[src/rtl/ccdseq_pkg.sv]
package ccdseq_pkg;

  typedef enum logic [1:0] {
    V2_LOW  = 2'b00,
    V2_MID  = 2'b01,
    V2_HIGH = 2'b10
  } v2_lvl_e;

  typedef enum logic [1:0] {
    ROW_XFER   = 2'd0,
    ROW_DARK   = 2'd1,
    ROW_ACTIVE = 2'd2,
    ROW_OVER   = 2'd3
  } row_kind_e;

  // Level of the phase-two clock at cycle 'pix' of the transfer line.
  function automatic v2_lvl_e v2_level(input int unsigned pix,
                                       input int unsigned lead,
                                       input int unsigned ped,
                                       input int unsigned high);
    v2_lvl_e lvl;
    if (pix < lead)                        lvl = V2_LOW;
    else if (pix < lead + ped)             lvl = V2_MID;
    else if (pix < lead + ped + high)      lvl = V2_HIGH;
    else if (pix < lead + 2 * ped + high)  lvl = V2_MID;
    else                                   lvl = V2_LOW;
    return lvl;
  endfunction

  // Kind of row carried by line 'line' of the frame.
  function automatic row_kind_e row_kind(input int unsigned line,
                                         input int unsigned dark,
                                         input int unsigned active);
    row_kind_e k;
    if (line == 0)                    k = ROW_XFER;
    else if (line <= dark)            k = ROW_DARK;
    else if (line <= dark + active)   k = ROW_ACTIVE;
    else                              k = ROW_OVER;
    return k;
  endfunction

endpackage

[src/rtl/ccdseq_timebase.sv]
module ccdseq_timebase #(
  parameter int LINE_CYC = 7937,
  parameter int LINES    = 525,
  parameter int PIX_W    = 13,
  parameter int LINE_W   = 10
) (
  input  logic              clk,
  input  logic              rst_n,
  input  logic              free_run,
  input  logic              trigger,
  output logic              run,
  output logic [PIX_W-1:0]  pix,
  output logic [LINE_W-1:0] line,
  output logic              line_end,
  output logic              frame_end
);
  localparam logic [PIX_W-1:0]  PIX_LAST  = PIX_W'(LINE_CYC - 1);
  localparam logic [LINE_W-1:0] LINE_LAST = LINE_W'(LINES - 1);

  logic              run_q;
  logic [PIX_W-1:0]  pix_q;
  logic [LINE_W-1:0] line_q;

  assign line_end  = run_q && (pix_q == PIX_LAST);
  assign frame_end = line_end && (line_q == LINE_LAST);

  always_ff @(posedge clk or negedge rst_n) begin
    if (!rst_n) begin
      run_q  <= 1'b0;
      pix_q  <= '0;
      line_q <= '0;
    end else if (trigger) begin
      run_q  <= 1'b1;
      pix_q  <= '0;
      line_q <= '0;
    end else if (!run_q) begin
      run_q  <= free_run;
      pix_q  <= '0;
      line_q <= '0;
    end else if (line_end) begin
      pix_q <= '0;
      if (frame_end) begin
        line_q <= '0;
        run_q  <= free_run;
      end else begin
        line_q <= line_q + 1'b1;
      end
    end else begin
      pix_q <= pix_q + 1'b1;
    end
  end

  assign run  = run_q;
  assign pix  = pix_q;
  assign line = line_q;
endmodule

[src/rtl/ccdseq_xfer_shaper.sv]
module ccdseq_xfer_shaper
  import ccdseq_pkg::*;
#(
  parameter int PIX_W     = 13,
  parameter int XFER_LEAD = 125,
  parameter int PED_CYC   = 1250,
  parameter int HIGH_CYC  = 2125
) (
  input  logic             run,
  input  logic             in_xfer_line,
  input  logic [PIX_W-1:0] pix,
  output logic [1:0]       v2_code,
  output logic             v2_is_high
);
  v2_lvl_e lvl;

  always_comb begin
    if (run && in_xfer_line)
      lvl = v2_level(32'(pix), XFER_LEAD, PED_CYC, HIGH_CYC);
    else
      lvl = V2_LOW;
  end

  assign v2_code    = lvl;
  assign v2_is_high = (lvl == V2_HIGH);
endmodule

[src/rtl/ccdseq_row_classifier.sv]
module ccdseq_row_classifier
  import ccdseq_pkg::*;
#(
  parameter int LINE_W      = 10,
  parameter int DARK_ROWS   = 5,
  parameter int ACTIVE_ROWS = 484
) (
  input  logic              run,
  input  logic [LINE_W-1:0] line,
  output logic              dark_row,
  output logic              active_row,
  output logic              overclock_row
);
  row_kind_e kind;

  assign kind          = row_kind(32'(line), DARK_ROWS, ACTIVE_ROWS);
  assign dark_row      = run && (kind == ROW_DARK);
  assign active_row    = run && (kind == ROW_ACTIVE);
  assign overclock_row = run && (kind == ROW_OVER);
endmodule

[src/rtl/ccdseq_frame_sequencer.sv]
module ccdseq_frame_sequencer #(
  parameter int LINE_CYC    = 7937,
  parameter int LINES       = 525,
  parameter int DARK_ROWS   = 5,
  parameter int ACTIVE_ROWS = 484,
  parameter int XFER_LEAD   = 125,
  parameter int PED_CYC     = 1250,
  parameter int HIGH_CYC    = 2125,
  parameter int IDX_W       = 10
) (
  input  logic             clk,
  input  logic             rst_n,
  input  logic             free_run,
  input  logic             trigger,
  output logic             frame_start,
  output logic             line_start,
  output logic [IDX_W-1:0] line_idx,
  output logic [1:0]       v2_code,
  output logic             dark_row,
  output logic             active_row,
  output logic             overclock_row
);
  localparam int PIX_W = (LINE_CYC > 1) ? $clog2(LINE_CYC) : 1;

  logic             run_w;
  logic [PIX_W-1:0] pix_w;
  logic [IDX_W-1:0] line_w;
  logic             line_end_w;
  logic             frame_end_w;
  logic             xfer_line_w;
  logic             v2_high_w;

  ccdseq_timebase #(
    .LINE_CYC (LINE_CYC),
    .LINES    (LINES),
    .PIX_W    (PIX_W),
    .LINE_W   (IDX_W)
  ) u_timebase (
    .clk       (clk),
    .rst_n     (rst_n),
    .free_run  (free_run),
    .trigger   (trigger),
    .run       (run_w),
    .pix       (pix_w),
    .line      (line_w),
    .line_end  (line_end_w),
    .frame_end (frame_end_w)
  );

  assign xfer_line_w = (line_w == '0);

  ccdseq_xfer_shaper #(
    .PIX_W     (PIX_W),
    .XFER_LEAD (XFER_LEAD),
    .PED_CYC   (PED_CYC),
    .HIGH_CYC  (HIGH_CYC)
  ) u_shaper (
    .run          (run_w),
    .in_xfer_line (xfer_line_w),
    .pix          (pix_w),
    .v2_code      (v2_code),
    .v2_is_high   (v2_high_w)
  );

  ccdseq_row_classifier #(
    .LINE_W      (IDX_W),
    .DARK_ROWS   (DARK_ROWS),
    .ACTIVE_ROWS (ACTIVE_ROWS)
  ) u_rows (
    .run           (run_w),
    .line          (line_w),
    .dark_row      (dark_row),
    .active_row    (active_row),
    .overclock_row (overclock_row)
  );

  assign line_start  = run_w && (pix_w == '0);
  assign frame_start = line_start && xfer_line_w;
  assign line_idx    = line_w;
endmodule

[config.mk]
export PLATFORM = sky130hd
export DESIGN_NAME = ccdseq_frame_sequencer
export DESIGN_NICKNAME = d
export VERILOG_FILES = /design/src/rtl/ccdseq_pkg.sv /design/src/rtl/ccdseq_timebase.sv /design/src/rtl/ccdseq_xfer_shaper.sv /design/src/rtl/ccdseq_row_classifier.sv /design/src/rtl/ccdseq_frame_sequencer.sv
export SDC_FILE = /design/constraint.sdc
export NUM_CORES = 1
export LEC_CHECK = 0
export BUFFER_PORTS_ARGS = -buffer_cell sky130_fd_sc_hd__buf_2
export CORE_MARGIN = 3
export CORE_UTILIZATION = 55
export CTS_CLUSTER_SIZE = 30
export DETAILED_ROUTE_END_ITERATION = 12
export PLACE_DENSITY = 0.75
export SLEW_MARGIN = 20
export SYNTH_ARGS = -nofsm -noshare
export SYNTH_HDL_FRONTEND = slang
export SYNTH_HIERARCHICAL = 1
export SYNTH_SLANG_ARGS = --single-unit
[constraint.sdc]
create_clock -name clk -period 2.78 [get_ports clk]
set_input_delay 0.139 -clock clk [delete_from_list [all_inputs] [get_ports clk]]
set_output_delay 0.139 -clock clk [all_outputs]
set_load 0.005 [all_outputs]
* Word level (Yosys, flattened, before mapping)
Cells that the tools add are included.
** Operators by class
- Equal/unequal tests :: 6
- $add $sub $neg :: 2
- Reduce and logical (&&, ||, !) cells :: 10
- Mux-type cells :: 19
- $lt $le $gt $ge :: 6
** Operators with widths (count)
- $mux W10 :: 4
- $mux W13 :: 3
- $add A13 B1 Y13 const B :: 1
- $eq A13 B13 Y1 const B :: 1
- $logic_not A13 Y1 :: 1
- $lt A13 B11 Y1 const B :: 1
- $lt A13 B12 Y1 const B :: 1
- $lt A13 B13 Y1 const B :: 1
- $lt A13 B7 Y1 const B :: 1
- $mux W2 :: 6
- $add A10 B1 Y10 const B :: 1
- $eq A10 B10 Y1 const B :: 1
- $le A10 B3 Y1 const B :: 1
- $le A10 B9 Y1 const B :: 1
- $logic_not A10 Y1 :: 1
- $logic_and A1 B1 Y1 :: 8
- $mux W1 :: 6
- $eq A2 B2 Y1 const B :: 2
- $ne A3 B2 Y1 const B :: 1
- $eq A2 B1 Y1 const B :: 1
** Storage, ports and cells
- Output and inout bits :: 17
- Register bits :: 24
- Word-level logic and storage cells :: 46

* Logic depth before layout (Yosys ltp)
- Depth in word-level cells :: 7
- Gate-level depth with buffers :: 7
- Mapped depth without buffers :: 6

* Modules after synthesis
Netlist, hierarchy kept.
** By module, submodules not included
- ccdseq_timebase :: instances 1, cells an instance 143, area an instance 1297.5 µm², sequential area each 600.6 µm²
- ccdseq_xfer_shaper :: instances 1, cells an instance 25, area an instance 166.4 µm², sequential area each 0.0 µm²
- ccdseq_row_classifier :: instances 1, cells an instance 12, area an instance 86.3 µm², sequential area each 0.0 µm²
- ccdseq_frame_sequencer :: instances 1, cells an instance 9, area an instance 76.3 µm², sequential area each 0.0 µm²

* Worst setup path before layout
OpenSTA, ideal clock, no wires.
- Kind :: register to register
- From :: register u_timebase.pix_q[0] (netlist: u_timebase/pix[0])
- To :: register u_timebase.line_q[6] (netlist: u_timebase/line[6])
- Setup slack :: 0.772 ns
- Arrival time :: 1.930 ns
- Library setup time :: 0.078 ns
- Stages on the path, launching flop included :: 7
- Cells stage by stage :: dfrtp_1 -> inv_1 -> ha_1 -> nand4bb_1 -> or4_4 -> or4_1 -> a21oi_1
** Between the ends
- Word-level cells in the longest chain between the ends :: 7
** RTL lines
- start, declared :: line ccdseq_timebase.sv:21 : logic [PIX_W-1:0] pix_q;
- start signal, assigned :: line ccdseq_timebase.sv:49 : pix_q <= pix_q + 1'b1;
- $eq A13 B13 Y1 * :: line ccdseq_timebase.sv:24 : assign line_end = run_q && (pix_q == PIX_LAST);
- $logic_and A1 B1 Y1 * :: line ccdseq_timebase.sv:24
- $logic_and A1 B1 Y1 :: line ccdseq_timebase.sv:25 : assign frame_end = line_end && (line_q == LINE_LAST);
- $mux W10 :: line ccdseq_timebase.sv:42 : if (frame_end) begin
- $mux W10 :: line ccdseq_timebase.sv:40 : end else if (line_end) begin
- $mux W10 :: line ccdseq_timebase.sv:36 : end else if (!run_q) begin
- $mux W10 :: line ccdseq_timebase.sv:32 : end else if (trigger) begin
- end signal, assigned :: line ccdseq_timebase.sv:46 : line_q <= line_q + 1'b1;
- end, declared :: line ccdseq_timebase.sv:22 : logic [LINE_W-1:0] line_q;
Mark *: on every way between the ends. The rest lies on a longest branch, timed or not. The select of a mux whose other input is x is not followed.
A chain may end at the register's enable or synchronous reset.

* Worst setup path after layout
- From :: register u_timebase.line_q[7] (netlist: u_timebase/line[7])
- To :: output v2_code[0]
** Between the ends
- Word-level cells in the longest chain between the ends :: 3
** RTL lines
- $logic_not A10 Y1 :: line ccdseq_frame_sequencer.sv:50 : assign xfer_line_w = (line_w == '0);
- net xfer_line_w :: line ccdseq_frame_sequencer.sv:30 : logic xfer_line_w;
- $logic_and A1 B1 Y1 :: line ccdseq_xfer_shaper.sv:18 : if (run && in_xfer_line)
- $mux W2 :: line ccdseq_xfer_shaper.sv:18
- end, declared :: line ccdseq_frame_sequencer.sv:18 : output logic [1:0] v2_code,
The timed path passes the listed nets, and every way through them passes these cells.

==> run_results.csv <==
group,metric,value,unit
routing,dr_wl_met3,299,um
final_layout,nFillCells,229,
floorplanning,fp.dieH,60.20,um
grt,grt_pass1_wl,7.010,mm
cts,post_cts_resized,0,
floorplanning,io_pins,21,
sta,report.final.slew_viol_count,0,
grt,grtUsageTotal,0.2570,
cts,clock_latency,0.31,ns
worst_setup_path,arrival,2.24,ns
yosys,syn_area,1615,um2
worst_setup_path,cp-end-kind,"output port",
placed_design,dp.final_hpwl,2.901,mm
final_layout,drive_gt1_frac,0.1691,
sta,setup_slack,0.3981,ns
sta,min_period,2.382,ns
placed_design,dp_slack,0.6542,ns
sta,fin_setup_tns,0,ns
routing,wl_per_cell,17.56,um
cts,postCtsSetupRepairBufs,0,
routing,wl_met2,1.938,mm
routing,routed.top_layer,"met4",
cts,cts_hold_buf,1,
yosys,synth_warnings,6,
final_layout,nets,217,
yosys,synth_fp_nets,194,
placed_design,port_buffers,20,
grt,grt_max_degree,25,
sta,rsz0062_at_grt,"no",
routing,vias,1555,
worst_setup_path,path_class,"reg -> out",
routing,met1_length,1.852,mm
routing,ant_nets,0,
sta,clock_skew,0.002397,ns
sta,setup_viol,0,
final_layout,fin_area,1778,um2
power,powerDensity,312.5,nW/um2
sta,tightest_slew,0.5375,ns
placed_design,place_area,1745,um2
sta,maxSlewHeadroom,0.6417,
floorplanning,rows,19,
routing,dr.pass1.iters,4,
worst_setup_path,crit_path_start_kind,"flop",
grt,antenna_found_initial,0,
worst_hold_path,hp-class,"in -> reg",
cts,cts.reportedPaths.clkPinSlew,0.13,ns
sta,fin_crit_sh,0.8568,
final_layout,mostFrequentLayoutCells,"dfrtp_1 (24), buf_2 (20), nor2_1 (18)",
yosys,avgSynthCellArea,8.684,um2
floorplanning,start_util,0.5807,
yosys,postSynthCellCount,186,
grt,grt_overflow_total,0,
floorplanning,dieArea,3623,um2
final_layout,diodes,0,
sta,fmax,0.4198,GHz
grt,grt_pass1_vias,1434,
status,status,"complete, no violations",
worst_setup_path,cp.required,2.64,ns
worst_setup_path,worst-path-max-fanout,8,
routing,post_drt_via_cell_ratio,6.534,
cts,numCtsBuffers,3,
cts,root_buffer,"clkbuf_4",
cts,clk_path_buf_depth,2,
placed_design,gp_congestion,0.8507,
routing,drc_errors,0,
routing,drt_iter0_markers,104,
cts,clock-sinks,24,
final_layout,final_common_cell,"dfrtp_1",
routing,drt_wl_total,4.180,mm
power,cellLeakagePower,0.7095,nW
run,cap_violations,0,
sta,finalHoldViolCount,0,
cts,htreeDepth,1,
floorplanning,core,2781,um2
floorplanning,die_w,60.20,um
power,peakVddDrop,0.0002878,V
final_layout,areaGrowthSynthToFinish,10.07,%
cts,cts_tree,"yes",
==> layout make-up <==
class,instances,area [um2],share of cell area
timing repair buffer,22,117.6,0.06615
sequential,24,600.6,0.3378
tap,31,38.79,0.02182
inverter,10,37.54,0.02111
multi-input combinational,148,960.9,0.5405
clock buffer,3,22.52,0.01267
==> metrics by stage <==
stage | utilization | hold slack (ns) | total power (W) | std cells
after floorplan | - | -0.1566 | 0.0003880 | 186
after global placement | 0.6275 | 0.1387 | 0.0004068 | 234
after detailed placement | 0.6275 | 0.1444 | 0.0004083 | 234
after CTS | 0.6392 | 0.007820 | 0.0005606 | 238
after global routing | 0.6392 | 0.005796 | 0.0005779 | 238
final | 0.6392 | 0.01004 | 0.0005557 | 238
==> worst paths after layout <==
| path | startpoint | end | slack [ns] | cells past startpoint |
|---|---|---|---|---|
| setup / recovery | u_timebase/line[7] | v2_code[0] | 0.40 | 5 |
| hold / removal | free_run | u_timebase/run | 0.01 | 3 |
| setup reg to reg | u_timebase/pix[0] | u_timebase/line[6] | 0.60 | 6 |
| hold reg to reg | u_timebase/pix[0] | u_timebase/pix[0] | 0.61 | 1 |
| max in group asynchronous | rst_n | u_timebase/pix[7] | 2.09 | 2 |
| min in group asynchronous | rst_n | u_timebase/line[7] | 0.33 | 2 |
==> layer usage <==
metal,GRT usage,vias to the layer above
met2,0.3765,78
met3,0.02376,8
li1,-,738
met1,0.3762,731
met4,0.1203,0
met5,0,-
==> worst max-delay path: stages, from the launching register on <==
cell	delay, ns
dfrtp_1	0.50
or4_1	0.62
nor4_4	0.27
nand3_1	0.13
and4bb_2	0.30
buf_2	0.11
==> registers in the layout, indices dropped and copies added (netlist names) <==
signal and cells:
u_timebase/line 10, u_timebase/run 1, u_timebase/pix 13
==> report_power, final <==
| part | leakage (nW) | internal [W] | switching, W |
|---|---|---|---|
| clock | 0.0138 | 0.0000507 | 0.000102 |
| combinational | 0.368 | 0.0000160 | 0.0000265 |
| sequential | 0.328 | 0.000352 | 0.00000834 |
| total | 0.709 | 0.000419 | 0.000137 |
No activity file was read; power rests on OpenSTA's default activity.
